==> src/rtl/can_obj_pkg.sv <==
package can_obj_pkg;
    localparam int ID_W   = 11;
    localparam int DLC_W  = 4;
    localparam int DATA_W = 64;
    localparam int SZ_W   = 3;

    typedef struct packed {
        logic [ID_W-1:0]   id;
        logic [DLC_W-1:0]  dlc;
        logic [DATA_W-1:0] data;
    } can_frame_t;

    typedef struct packed {
        logic              en;
        logic [SZ_W-1:0]   sz;
        logic [ID_W-1:0]   id;
        logic [ID_W-1:0]   mask;
    } obj_cfg_t;

    function automatic logic id_accept(input logic [ID_W-1:0] rx,
                                       input logic [ID_W-1:0] id,
                                       input logic [ID_W-1:0] mask);
        return ((rx ^ id) & mask) == '0;
    endfunction
endpackage

==> src/rtl/can_obj_cfg.sv <==
module can_obj_cfg
    import can_obj_pkg::*;
#(
    parameter int N_OBJ = 16,
    parameter int OW    = 4
) (
    input  logic     clk,
    input  logic     rst,
    input  logic     we,
    input  logic [OW-1:0] obj,
    input  obj_cfg_t wdata,
    output obj_cfg_t cfg [N_OBJ]
);
    always_ff @(posedge clk) begin
        if (rst) begin
            for (int i = 0; i < N_OBJ; i++) cfg[i] <= '0;
        end else if (we) begin
            cfg[obj] <= wdata;
        end
    end
endmodule

==> src/rtl/can_obj_filter.sv <==
module can_obj_filter
    import can_obj_pkg::*;
#(
    parameter int N_OBJ = 16,
    parameter int OW    = 4
) (
    input  obj_cfg_t        cfg [N_OBJ],
    input  logic [ID_W-1:0] rx_id,
    output logic            hit,
    output logic [OW-1:0]   win
);
    logic [N_OBJ-1:0] covered;
    logic [N_OBJ-1:0] accept;

    always_comb begin
        for (int j = 0; j < N_OBJ; j++) begin
            covered[j] = 1'b0;
            for (int h = 0; h < N_OBJ; h++) begin
                if (h < j && cfg[h].en && cfg[h].sz != '0 &&
                    j < h + (1 << cfg[h].sz))
                    covered[j] = 1'b1;
            end
            accept[j] = cfg[j].en && !covered[j] &&
                        id_accept(rx_id, cfg[j].id, cfg[j].mask);
        end
    end

    always_comb begin
        hit = 1'b0;
        win = '0;
        for (int j = N_OBJ - 1; j >= 0; j--) begin
            if (accept[j]) begin
                hit = 1'b1;
                win = OW'(j);
            end
        end
    end
endmodule

==> src/rtl/can_obj_store.sv <==
module can_obj_store
    import can_obj_pkg::*;
#(
    parameter int N_OBJ = 16,
    parameter int OW    = 4
) (
    input  logic          clk,
    input  logic          rst,
    input  obj_cfg_t      cfg [N_OBJ],
    input  logic          wr_en,
    input  logic [OW-1:0] win,
    input  can_frame_t    frame,
    input  logic          rel,
    input  logic [OW-1:0] rd_obj,
    input  logic          clr,
    input  logic [OW-1:0] clr_obj,
    output can_frame_t    rd_frame,
    output logic          rd_avail,
    output logic          rd_lost,
    output logic [OW:0]   rd_count,
    output logic          irq
);
    can_frame_t    mem   [N_OBJ];
    logic          newf  [N_OBJ];
    logic          lost  [N_OBJ];
    logic [OW-1:0] wp    [N_OBJ];
    logic [OW-1:0] rp    [N_OBJ];
    logic [OW:0]   cnt   [N_OBJ];

    logic          w_fifo, w_full, w_rel, w_pop, push;
    logic [OW:0]   w_depth;
    logic [OW-1:0] w_wrap, r_wrap, w_slot, r_slot;
    logic          r_fifo;
    logic [N_OBJ-1:0] push_v, pop_v;

    always_comb begin
        w_fifo  = cfg[win].sz != '0;
        w_depth = (OW+1)'(1) << cfg[win].sz;
        w_wrap  = OW'(w_depth - 1'b1);
        w_full  = cnt[win] == w_depth;
        w_rel   = rel && rd_obj == win;
        w_pop   = w_rel && w_fifo && cnt[win] != '0;
        push    = wr_en && w_fifo && (!w_full || w_pop);
        w_slot  = w_fifo ? win + wp[win] : win;
        r_fifo  = cfg[rd_obj].sz != '0;
        r_wrap  = OW'(((OW+1)'(1) << cfg[rd_obj].sz) - 1'b1);
        r_slot  = r_fifo ? rd_obj + rp[rd_obj] : rd_obj;
        for (int i = 0; i < N_OBJ; i++) begin
            push_v[i] = push && win == OW'(i);
            pop_v[i]  = rel && rd_obj == OW'(i) && cfg[i].sz != '0 && cnt[i] != '0;
        end
    end

    always_ff @(posedge clk) begin
        if (wr_en && (!w_fifo || push)) mem[w_slot] <= frame;
    end

    always_ff @(posedge clk) begin
        if (rst) begin
            irq <= 1'b0;
            for (int i = 0; i < N_OBJ; i++) begin
                newf[i] <= 1'b0; lost[i] <= 1'b0;
                wp[i] <= '0; rp[i] <= '0; cnt[i] <= '0;
            end
        end else begin
            irq <= 1'b0;
            if (rel) begin
                lost[rd_obj] <= 1'b0;
                if (!r_fifo) newf[rd_obj] <= 1'b0;
                else if (cnt[rd_obj] != '0) rp[rd_obj] <= (rp[rd_obj] + 1'b1) & r_wrap;
            end
            if (wr_en) begin
                if (!w_fifo) begin
                    newf[win] <= 1'b1;
                    lost[win] <= newf[win] && !w_rel;
                end else if (push) begin
                    wp[win] <= (wp[win] + 1'b1) & w_wrap;
                    if (cnt[win] == '0) irq <= 1'b1;
                end else begin
                    lost[win] <= 1'b1;
                end
            end
            for (int i = 0; i < N_OBJ; i++) begin
                if (push_v[i] && !pop_v[i]) cnt[i] <= cnt[i] + 1'b1;
                else if (pop_v[i] && !push_v[i]) cnt[i] <= cnt[i] - 1'b1;
            end
            if (clr) begin
                newf[clr_obj] <= 1'b0; lost[clr_obj] <= 1'b0;
                wp[clr_obj] <= '0; rp[clr_obj] <= '0; cnt[clr_obj] <= '0;
            end
        end
    end

    always_comb begin
        rd_frame = mem[r_slot];
        rd_avail = r_fifo ? cnt[rd_obj] != '0 : newf[rd_obj];
        rd_lost  = lost[rd_obj];
        rd_count = r_fifo ? cnt[rd_obj] : {{OW{1'b0}}, newf[rd_obj]};
    end

    a_r9_irq_cause: assert property (@(posedge clk) disable iff (rst)
        irq |-> $past(wr_en));

    for (genvar g = 0; g < N_OBJ; g++) begin : g_chk
        a_r5_mailbox_new: assert property (@(posedge clk) disable iff (rst)
            (wr_en && win == OW'(g) && cfg[g].sz == '0 && !(clr && clr_obj == OW'(g)))
            |=> newf[g]);
        a_r8_cnt_bound: assert property (@(posedge clk) disable iff (rst)
            (cfg[g].sz != '0 && int'(cfg[g].sz) <= OW)
            |-> cnt[g] <= ((OW+1)'(1) << cfg[g].sz));
        a_r8_lost_cause: assert property (@(posedge clk) disable iff (rst)
            $rose(lost[g]) |-> $past(wr_en && win == OW'(g)));
    end
endmodule

==> src/rtl/can_obj_bank.sv <==
module can_obj_bank
    import can_obj_pkg::*;
#(
    parameter int N_OBJ = 16,
    localparam int OW   = $clog2(N_OBJ)
) (
    input  logic          clk,
    input  logic          rst,
    input  logic          rx_valid,
    input  logic [10:0]   rx_id,
    input  logic [3:0]    rx_dlc,
    input  logic [63:0]   rx_data,
    input  logic          cfg_we,
    input  logic [OW-1:0] cfg_obj,
    input  logic          cfg_en,
    input  logic [2:0]    cfg_size,
    input  logic [10:0]   cfg_id,
    input  logic [10:0]   cfg_mask,
    input  logic [OW-1:0] rd_obj,
    input  logic          rd_release,
    output logic          rd_avail,
    output logic          rd_lost,
    output logic [OW:0]   rd_count,
    output logic [10:0]   rd_id,
    output logic [3:0]    rd_dlc,
    output logic [63:0]   rd_data,
    output logic          rx_nomatch,
    output logic          fifo_irq
);
    obj_cfg_t      cfg [N_OBJ];
    obj_cfg_t      cfg_wdata;
    can_frame_t    rx_frame, rd_frame;
    logic          hit;
    logic [OW-1:0] win;

    assign cfg_wdata = '{en: cfg_en, sz: cfg_size, id: cfg_id, mask: cfg_mask};
    assign rx_frame  = '{id: rx_id, dlc: rx_dlc, data: rx_data};

    can_obj_cfg #(.N_OBJ(N_OBJ), .OW(OW)) u_cfg (
        .clk(clk), .rst(rst), .we(cfg_we), .obj(cfg_obj),
        .wdata(cfg_wdata), .cfg(cfg));

    can_obj_filter #(.N_OBJ(N_OBJ), .OW(OW)) u_filter (
        .cfg(cfg), .rx_id(rx_id), .hit(hit), .win(win));

    can_obj_store #(.N_OBJ(N_OBJ), .OW(OW)) u_store (
        .clk(clk), .rst(rst), .cfg(cfg),
        .wr_en(rx_valid && hit), .win(win), .frame(rx_frame),
        .rel(rd_release), .rd_obj(rd_obj),
        .clr(cfg_we), .clr_obj(cfg_obj),
        .rd_frame(rd_frame), .rd_avail(rd_avail), .rd_lost(rd_lost),
        .rd_count(rd_count), .irq(fifo_irq));

    assign rd_id   = rd_frame.id;
    assign rd_dlc  = rd_frame.dlc;
    assign rd_data = rd_frame.data;

    always_ff @(posedge clk) begin
        if (rst) rx_nomatch <= 1'b0;
        else     rx_nomatch <= rx_valid && !hit;
    end

    a_r4_nomatch_cause: assert property (@(posedge clk) disable iff (rst)
        rx_nomatch |-> $past(rx_valid));
    a_r4_exclusive: assert property (@(posedge clk) disable iff (rst)
        !(rx_nomatch && fifo_irq));
endmodule

==> config.mk <==
export PLATFORM = sky130hd
export DESIGN_NAME = can_obj_bank
export DESIGN_NICKNAME = d
export VERILOG_FILES = /design/src/rtl/can_obj_pkg.sv /design/src/rtl/can_obj_cfg.sv /design/src/rtl/can_obj_filter.sv /design/src/rtl/can_obj_store.sv /design/src/rtl/can_obj_bank.sv
export SDC_FILE = /design/constraint.sdc
export NUM_CORES = 2
export LEC_CHECK = 0
export BUFFER_PORTS_ARGS = -buffer_cell sky130_fd_sc_hd__buf_2
export CAP_MARGIN = 25
export CORE_AREA = 5 5 591 593
export CTS_CLUSTER_DIAMETER = 50
export CTS_CLUSTER_SIZE = 20
export DETAILED_ROUTE_END_ITERATION = 8
export DIE_AREA = 0 0 596 598
export PLACE_DENSITY_LB_ADDON = 0.25
export SYNTH_ARGS = -nofsm -noshare
export SYNTH_HDL_FRONTEND = slang
export SYNTH_HIERARCHICAL = 1
export SYNTH_SLANG_ARGS = --single-unit
==> constraint.sdc <==
create_clock -name clk -period 9.7 [get_ports clk]
set_input_delay 0.485 -clock clk [delete_from_list [all_inputs] [get_ports clk]]
set_output_delay 0.485 -clock clk [all_outputs]
set_load 0.02 [all_outputs]
# Word level (Yosys, flattened, before mapping)
# Memory sizes are Yosys's and may differ from the RTL's.
# Index checks and enable logic that the tools add are counted.
# op_classes
n_mux,374
shifts,17
bitwise,73
eq_ne,32
addsub,52
order_cmp,124
reduce_logical,391
# ops
operator,count
$lt A5 B32 Y1 const A,92
$lt A4 B32 Y1 const A,22
$shl A1 B3 Y32 const A,15
$bwmux W416,1
$mux W1,300
$logic_and A1 B1 Y1,272
$add A5 B32 Y32 const A,7
$bmux W26 S4,2
$and A11 B11 Y11,16
$logic_not A11 Y1,16
$xor A11 B11 Y11,16
$mux W5,33
$lt A3 B32 Y1 const A,5
$add A4 B32 Y32 const A,4
$mux W4,32
$demux W26 S4,1
$mux W25,4
$reduce_bool A5 Y1,18
$add A5 B1 Y5 const B,16
$sub A5 B1 Y5 const B,16
$add A3 B32 Y32 const A,2
$eq A4 B4 Y1 const B,16
$reduce_bool A3 Y1,18
$logic_not A1 Y1,51
other kinds (24),88
# word_totals
elab_cells,1135
out_inout_bits,88
register_bits,418
n_memories,6
in_bits,118
ram_bits,1504
# mem_list
name,depth,word_bits,read_ports,rd_clocked_by_memory_dff,write_ports,line_no,text
u_store.mem,16,79,1,0,1,can_obj_store.sv:23,can_frame_t mem [N_OBJ];
u_store.cnt,16,5,18,0,17,can_obj_store.sv:28,logic [OW:0] cnt [N_OBJ];
u_store.rp,16,4,1,0,16,can_obj_store.sv:27,logic [OW-1:0] rp [N_OBJ];
u_store.wp,16,4,1,0,16,can_obj_store.sv:26,logic [OW-1:0] wp [N_OBJ];
u_store.lost,16,1,1,0,16,can_obj_store.sv:25,logic lost [N_OBJ];
u_store.newf,16,1,2,0,16,can_obj_store.sv:24,logic newf [N_OBJ];

# Longest topological paths before layout
# logic_depth
ltp_word,54
ltp_mapped,36
depth_no_buf,30

# Modules after synthesis
# Netlist, hierarchy kept.
# modules_own_cells
mod,n_inst,area_each_um2,seq_area_each_um2,cells_per_inst
can_obj_store,1,63789.9,42781.0,3691
can_obj_cfg,1,16216.8,8328.0,1442
can_obj_filter,1,5482.8,0.0,784
can_obj_bank,1,40.0,20.0,3

# Least setup slack after synthesis
# OpenSTA, ideal clock, no wires.
# synth_path
path_kind,register to register
from,"register, netlist name u_cfg/cfg[206]"
to,memory u_store/mem[10][0] in the netlist's numbering (enable)
slack_ns,-0.652
setup_ns,0.517
n_path_buf,4
arrival_time_ns,9.835
required_time_ns,9.183
synth_period_minus_slack_ns,10.352
path_stages_with_launch,27
path_cell_list,dfxtp_1 -> inv_1 -> or3_1 -> ha_1 -> o22a_1 -> o21ai_1 -> o21ai_1 -> or4_1 -> and4bb_1 -> o22ai_1 -> a31o_1 -> a31oi_1 -> buf_4 -> buf_2 -> buf_2 -> buf_2 -> mux4_2 -> mux4_2 -> ha_1 -> a21o_1 -> a21oi_1 -> xor2_1 -> nor2_1 -> xnor2_1 -> nand2_1 -> or2_2 -> nor2_1
# synth_between
elab_chain_len,43
word_cells_on_any_way,125
classes_between,add/sub: 2; order compare: 7; eq/ne: 2; shift: 2; mux: 66; bitwise: 1; reduce/logical: 43; memory: 2
# synth_lines
element,line_no,text
$shl A1 B3 Y32,--,
$add A5 B32 Y32,--,
$lt A5 B32 Y1,can_obj_filter.sv:20,j < h + (1 << cfg[h].sz))
$logic_and A1 B1 Y1,can_obj_filter.sv:19,if (h < j && cfg[h].en && cfg[h].sz != '0 &&
$mux W1 (7 in series),can_obj_filter.sv:19,
$logic_not A1 Y1,can_obj_filter.sv:23,accept[j] = cfg[j].en && !covered[j] &&
$logic_and A1 B1 Y1 (2 in series),can_obj_filter.sv:23,
$mux W4 (6 in series),can_obj_filter.sv:32,if (accept[j]) begin
[10 not listed],--,
named net win[1],can_obj_bank.sv:34,logic [OW-1:0] win;
[5 not listed],--,
$eq A5 B5 Y1 or $logic_and A1 B1 Y1 (tied branches),"can_obj_store.sv:40, can_obj_store.sv:42",
$logic_not A1 Y1 or $logic_and A1 B1 Y1 (tied branches),"can_obj_store.sv:43, can_obj_store.sv:42",
$logic_or A1 B1 Y1,can_obj_store.sv:43,push = wr_en && w_fifo && (!w_full || w_pop);
$logic_and A1 B1 Y1,can_obj_store.sv:43,
$logic_or A1 B1 Y1,can_obj_store.sv:55,if (wr_en && (!w_fifo || push)) mem[w_slot] <= frame;
$logic_and A1 B1 Y1,can_obj_store.sv:55,
$mux W1,can_obj_store.sv:55,
$mux W1 (not written as such),can_obj_store.sv:55,
to (decl),can_obj_store.sv:23,
# Mark *: on every way through the listed nets, which the timed path passes. The rest lies on a longest branch. The select of a mux whose other input is x is not followed.

==> flow_metrics.env <==
export IMPL_hold_viol_final=0
export IMPL_postRouteAntennaNets=0
export IMPL_cts_sinks=1922
export IMPL_track_usage_pct=14.77
export IMPL_die_area_um2=356400
export IMPL_wl_um=271600
export IMPL_grt_overflow=0
export IMPL_syn_area_per_cell_um2=14.45
export IMPL_yosysUniqueCellTypes=108
export IMPL_wl_per_cell_um=24.58
export IMPL_syn_nets=6143
export IMPL_dp_final_hpwl_um=168000
export IMPL_rsz0062_at_grt="false"
export IMPL_setup_viol=0
export IMPL_syn_area_um2=85530
export IMPL_start_kind="register"
export IMPL_switching_share_pct=24.85
export IMPL_grt_pass1_vias=53640
export IMPL_period_minus_slack_ns=9.049
export IMPL_final_cell_area_um2=102500
export IMPL_drt_first_pass_iters=8
export IMPL_seqPwrFrac_pct=43.7
export IMPL_dp_cells=10480
export IMPL_arrival_ns=9.79
export IMPL_clock_latency_ns=0.88
export IMPL_clock_fmax_mhz=110.5
export IMPL_seqCellArea_um2=51130
export IMPL_switchingPower_mw=5.036
export IMPL_timing_hold_ws_ns=0.1090
export IMPL_synthCells=5920
export IMPL_drcViolationCount=0
export IMPL_pwr_share_comb_pct=7.0
export IMPL_skew_ns=0.07183
export IMPL_yosysSeqAreaShare_pct=59.78
export IMPL_synth_area_leaders="edfxtp_1 44%, dfxtp_1 15%, mux4_2 12%, mux2i_1 6.4%, nand2b_1 3.4%"
export IMPL_grt_start_max_net_pins=146
export IMPL_cts_inserted_buffers=268
export IMPL_hold_class="in2reg"
export IMPL_critPathCaptureType="register"
export IMPL_synth_top_area_share_pct=44.38
export IMPL_die_x_um=596
export IMPL_io_pins=206
export IMPL_antenna_found_initial=22
export IMPL_coreArea_um2=344000
export IMPL_clk_pin_slew_ns=0.06
export IMPL_fin_crit_sh_pct=93.29
export IMPL_slowest_stage="nor4_1"
export IMPL_initial_core_util_pct=24.86
export IMPL_worst_pin_slew_ns=1.027
export IMPL_async_flop_share_pct=0
export IMPL_root_buffer="clkbuf_16"
export IMPL_status="completed"
export IMPL_cp_data_required_time_ns=10.44
export IMPL_yosysTopAreaCell="edfxtp_1"
export IMPL_cts_tree="yes"
export IMPL_synth_edf_count=1264
export IMPL_port_buffer_count=205
export IMPL_place_gp_congestion=0.8838
export IMPL_detail_route_iter0_violations=4367
export IMPL_ys_flop_type="edfxtp_1"
export IMPL_critPathKind="reg2reg"
export IMPL_ir_worst_vdd_uv=109.8
export IMPL_fin_util_pct=29.78
export IMPL_via_per_inst=4.751
export IMPL_area_growth_pct=19.81
export IMPL_yosys_warnings=6
export IMPL_multi_input_area_um2=32380
export IMPL_grt_pass1_wl_um=391400
export IMPL_fin_nets=6469
export IMPL_pwr_share_clk_pct=49.4
export IMPL_die_y_um=598
export IMPL_maxSlewHeadroom_pct=31.49
export IMPL_cell_internal_pwr_mw=15.23
export IMPL_cts_resized=0
export IMPL_vias=52510
export IMPL_drive_above_1_share_pct=22.11
export IMPL_placed_cell_area_um2=92540
export IMPL_final_cell_count_no_fill=11050
export IMPL_slew_violations=0
export IMPL_cap_violations=0
export IMPL_critPathMaxFanout=48
export IMPL_critPathMaxStageDelay_ns=0.73
export IMPL_nFillCells=34250
export IMPL_leakage_nw=36.88
export IMPL_power_density_nw_per_um2=197.8
export IMPL_cts_buffer_depth=4
export IMPL_synth_seq_cells=1922
export IMPL_rows=216
export IMPL_htreeDepth=5
-- registers in the layout (all words and copies together) (netlist names) --
name / count
rx_nomatch: 1
u_cfg/cfg: 416
u_store/cnt: 80
u_store/irq: 1
u_store/lost: 16
u_store/mem: 1264
u_store/newf: 16
u_store/rp: 64
u_store/wp: 64
-- final timing paths --
path                                       start                 end  slack, ns  cells after the start
worst min-delay path                         rst          rx_nomatch       0.11                      2
worst min register to register  u_store/wp[0][2]    u_store/wp[0][2]       0.47                      2
worst max-delay path              u_cfg/cfg[386]  u_store/cnt[15][4]       0.65                     30
worst max register to register    u_cfg/cfg[386]  u_store/cnt[15][4]       0.65                     30
-- per-layer routing --
metal  global-route usage (%)  vias to the layer above  wire length [µm]
met1                    20.19                    27420            121700
li1                         -                    23250                 -
met3                    2.066                      395             13210
met2                    24.50                     1435            129300
met5                        0                        -                21
met4                    4.118                        4              7460
-- cells by family after synthesis --
family,Yosys count,synth area share [%]
DFF,1922,59.78
and+or+nand+nor,1506,9.437
muxes,1007,18.34
AOI/OAI and AO/OA,625,5.462
buffers and inverters,507,2.695
xor gates and xnor gates,246,2.581
adders and majority gates,107,1.709
-- stage by stage --
stage          total power, mW  setup slack, ns  TNS, ns
2_1_floorplan            9.844          -0.6519  -557.78
3_3_place_gp             10.42           0.5447        0
3_5_place_dp             10.44           0.5395        0
4_1_cts                  20.57           0.5110        0
5_1_grt                  21.02          0.02420        0
6_report                 20.27           0.6507        0
-- critical path, delay by kind of cell (launching register included) --
family | cells | cell delay (ns)
AND/OR/NAND/NOR | 15 | 3.91
multiplexers | 2 | 0.96
adder cells (fa/ha/maj) | 2 | 0.84
buffers and inverters | 3 | 0.81
AO/OA/AOI/OAI | 8 | 1.66
flip-flops | 1 | 0.63
-- synth_stat cells (all sizes together), types with 5 or more instances --
master	n
and3b	5
or3	28
edfxtp	1264
nor3b	30
fa	17
nor4	16
mux4	442
a21oi	112
nor2	317
nand3b	6
buf	160
o2111ai	5
ha	88
a311oi	8
a211o	5
a31oi	10
dfxtp	658
a222oi	13
or2	15
a22oi	241
nand2b	463
a32oi	37
a21o	27
nand3	69
clkbuf	228
nand4	42
nand2	270
nor2b	45
inv	117
and3	22
a221oi	8
o21ai	63
nor3	105
xnor2	41
xor2	205
and2	22
a211oi	43
o22ai	5
or4	23
mux2	9
o21a	6
mux2i	556
o311ai	5
-- layout by cell type (no fill, tap or decap), types with 27 or more instances in the layout --
cell type and instances:
nor3_1 101, buf_12 45, o21ai_0 56, a22oi_1 240, a21oi_1 104, buf_4 122, a32oi_1 36, dlygate4sd3_1 69
nor3b_1 28, a21o_1 27, edfxtp_1 1264, nor2_1 292, dfxtp_1 658, mux2i_1 549, a211oi_1 30, mux4_2 442
inv_1 116, inv_6 54, nor2b_1 44, buf_2 203, xnor2_1 34, or3_1 28, nand4_1 41, nand2b_1 452
nand2_1 260, nand3_1 62, ha_1 88, xor2_1 205, clkbuf_16 278
-- power groups by stage --
stage	Sequential [mW]	Clock, mW	Combinational [mW]
after global placement	9.02	0	1.40
after global routing	8.85	10.6	1.52
final	8.85	10.0	1.42
after floorplan	9.00	0	0.841
after CTS	8.85	10.3	1.45
after detailed placement	9.02	0	1.42
-- what timing repair did --
action / in CTS / in global routing
hold buffers: 69 / 0
setup buffers: 0 / 0
endpoints found under the hold margin: 1089 / 0
-- cell type report --
class / instances / area share [%]
inverter: 119 / 0.4359
clock buffer: 299 / 6.924
tap: 4578 / 5.590
antenna: 10 / 0.02442
sequential: 1922 / 49.90
multi-input combinational: 3491 / 31.60
clock inverter: 189 / 2.020
timing repair buffer: 444 / 3.508
Note: power is estimated with default switching activity, not from simulation.
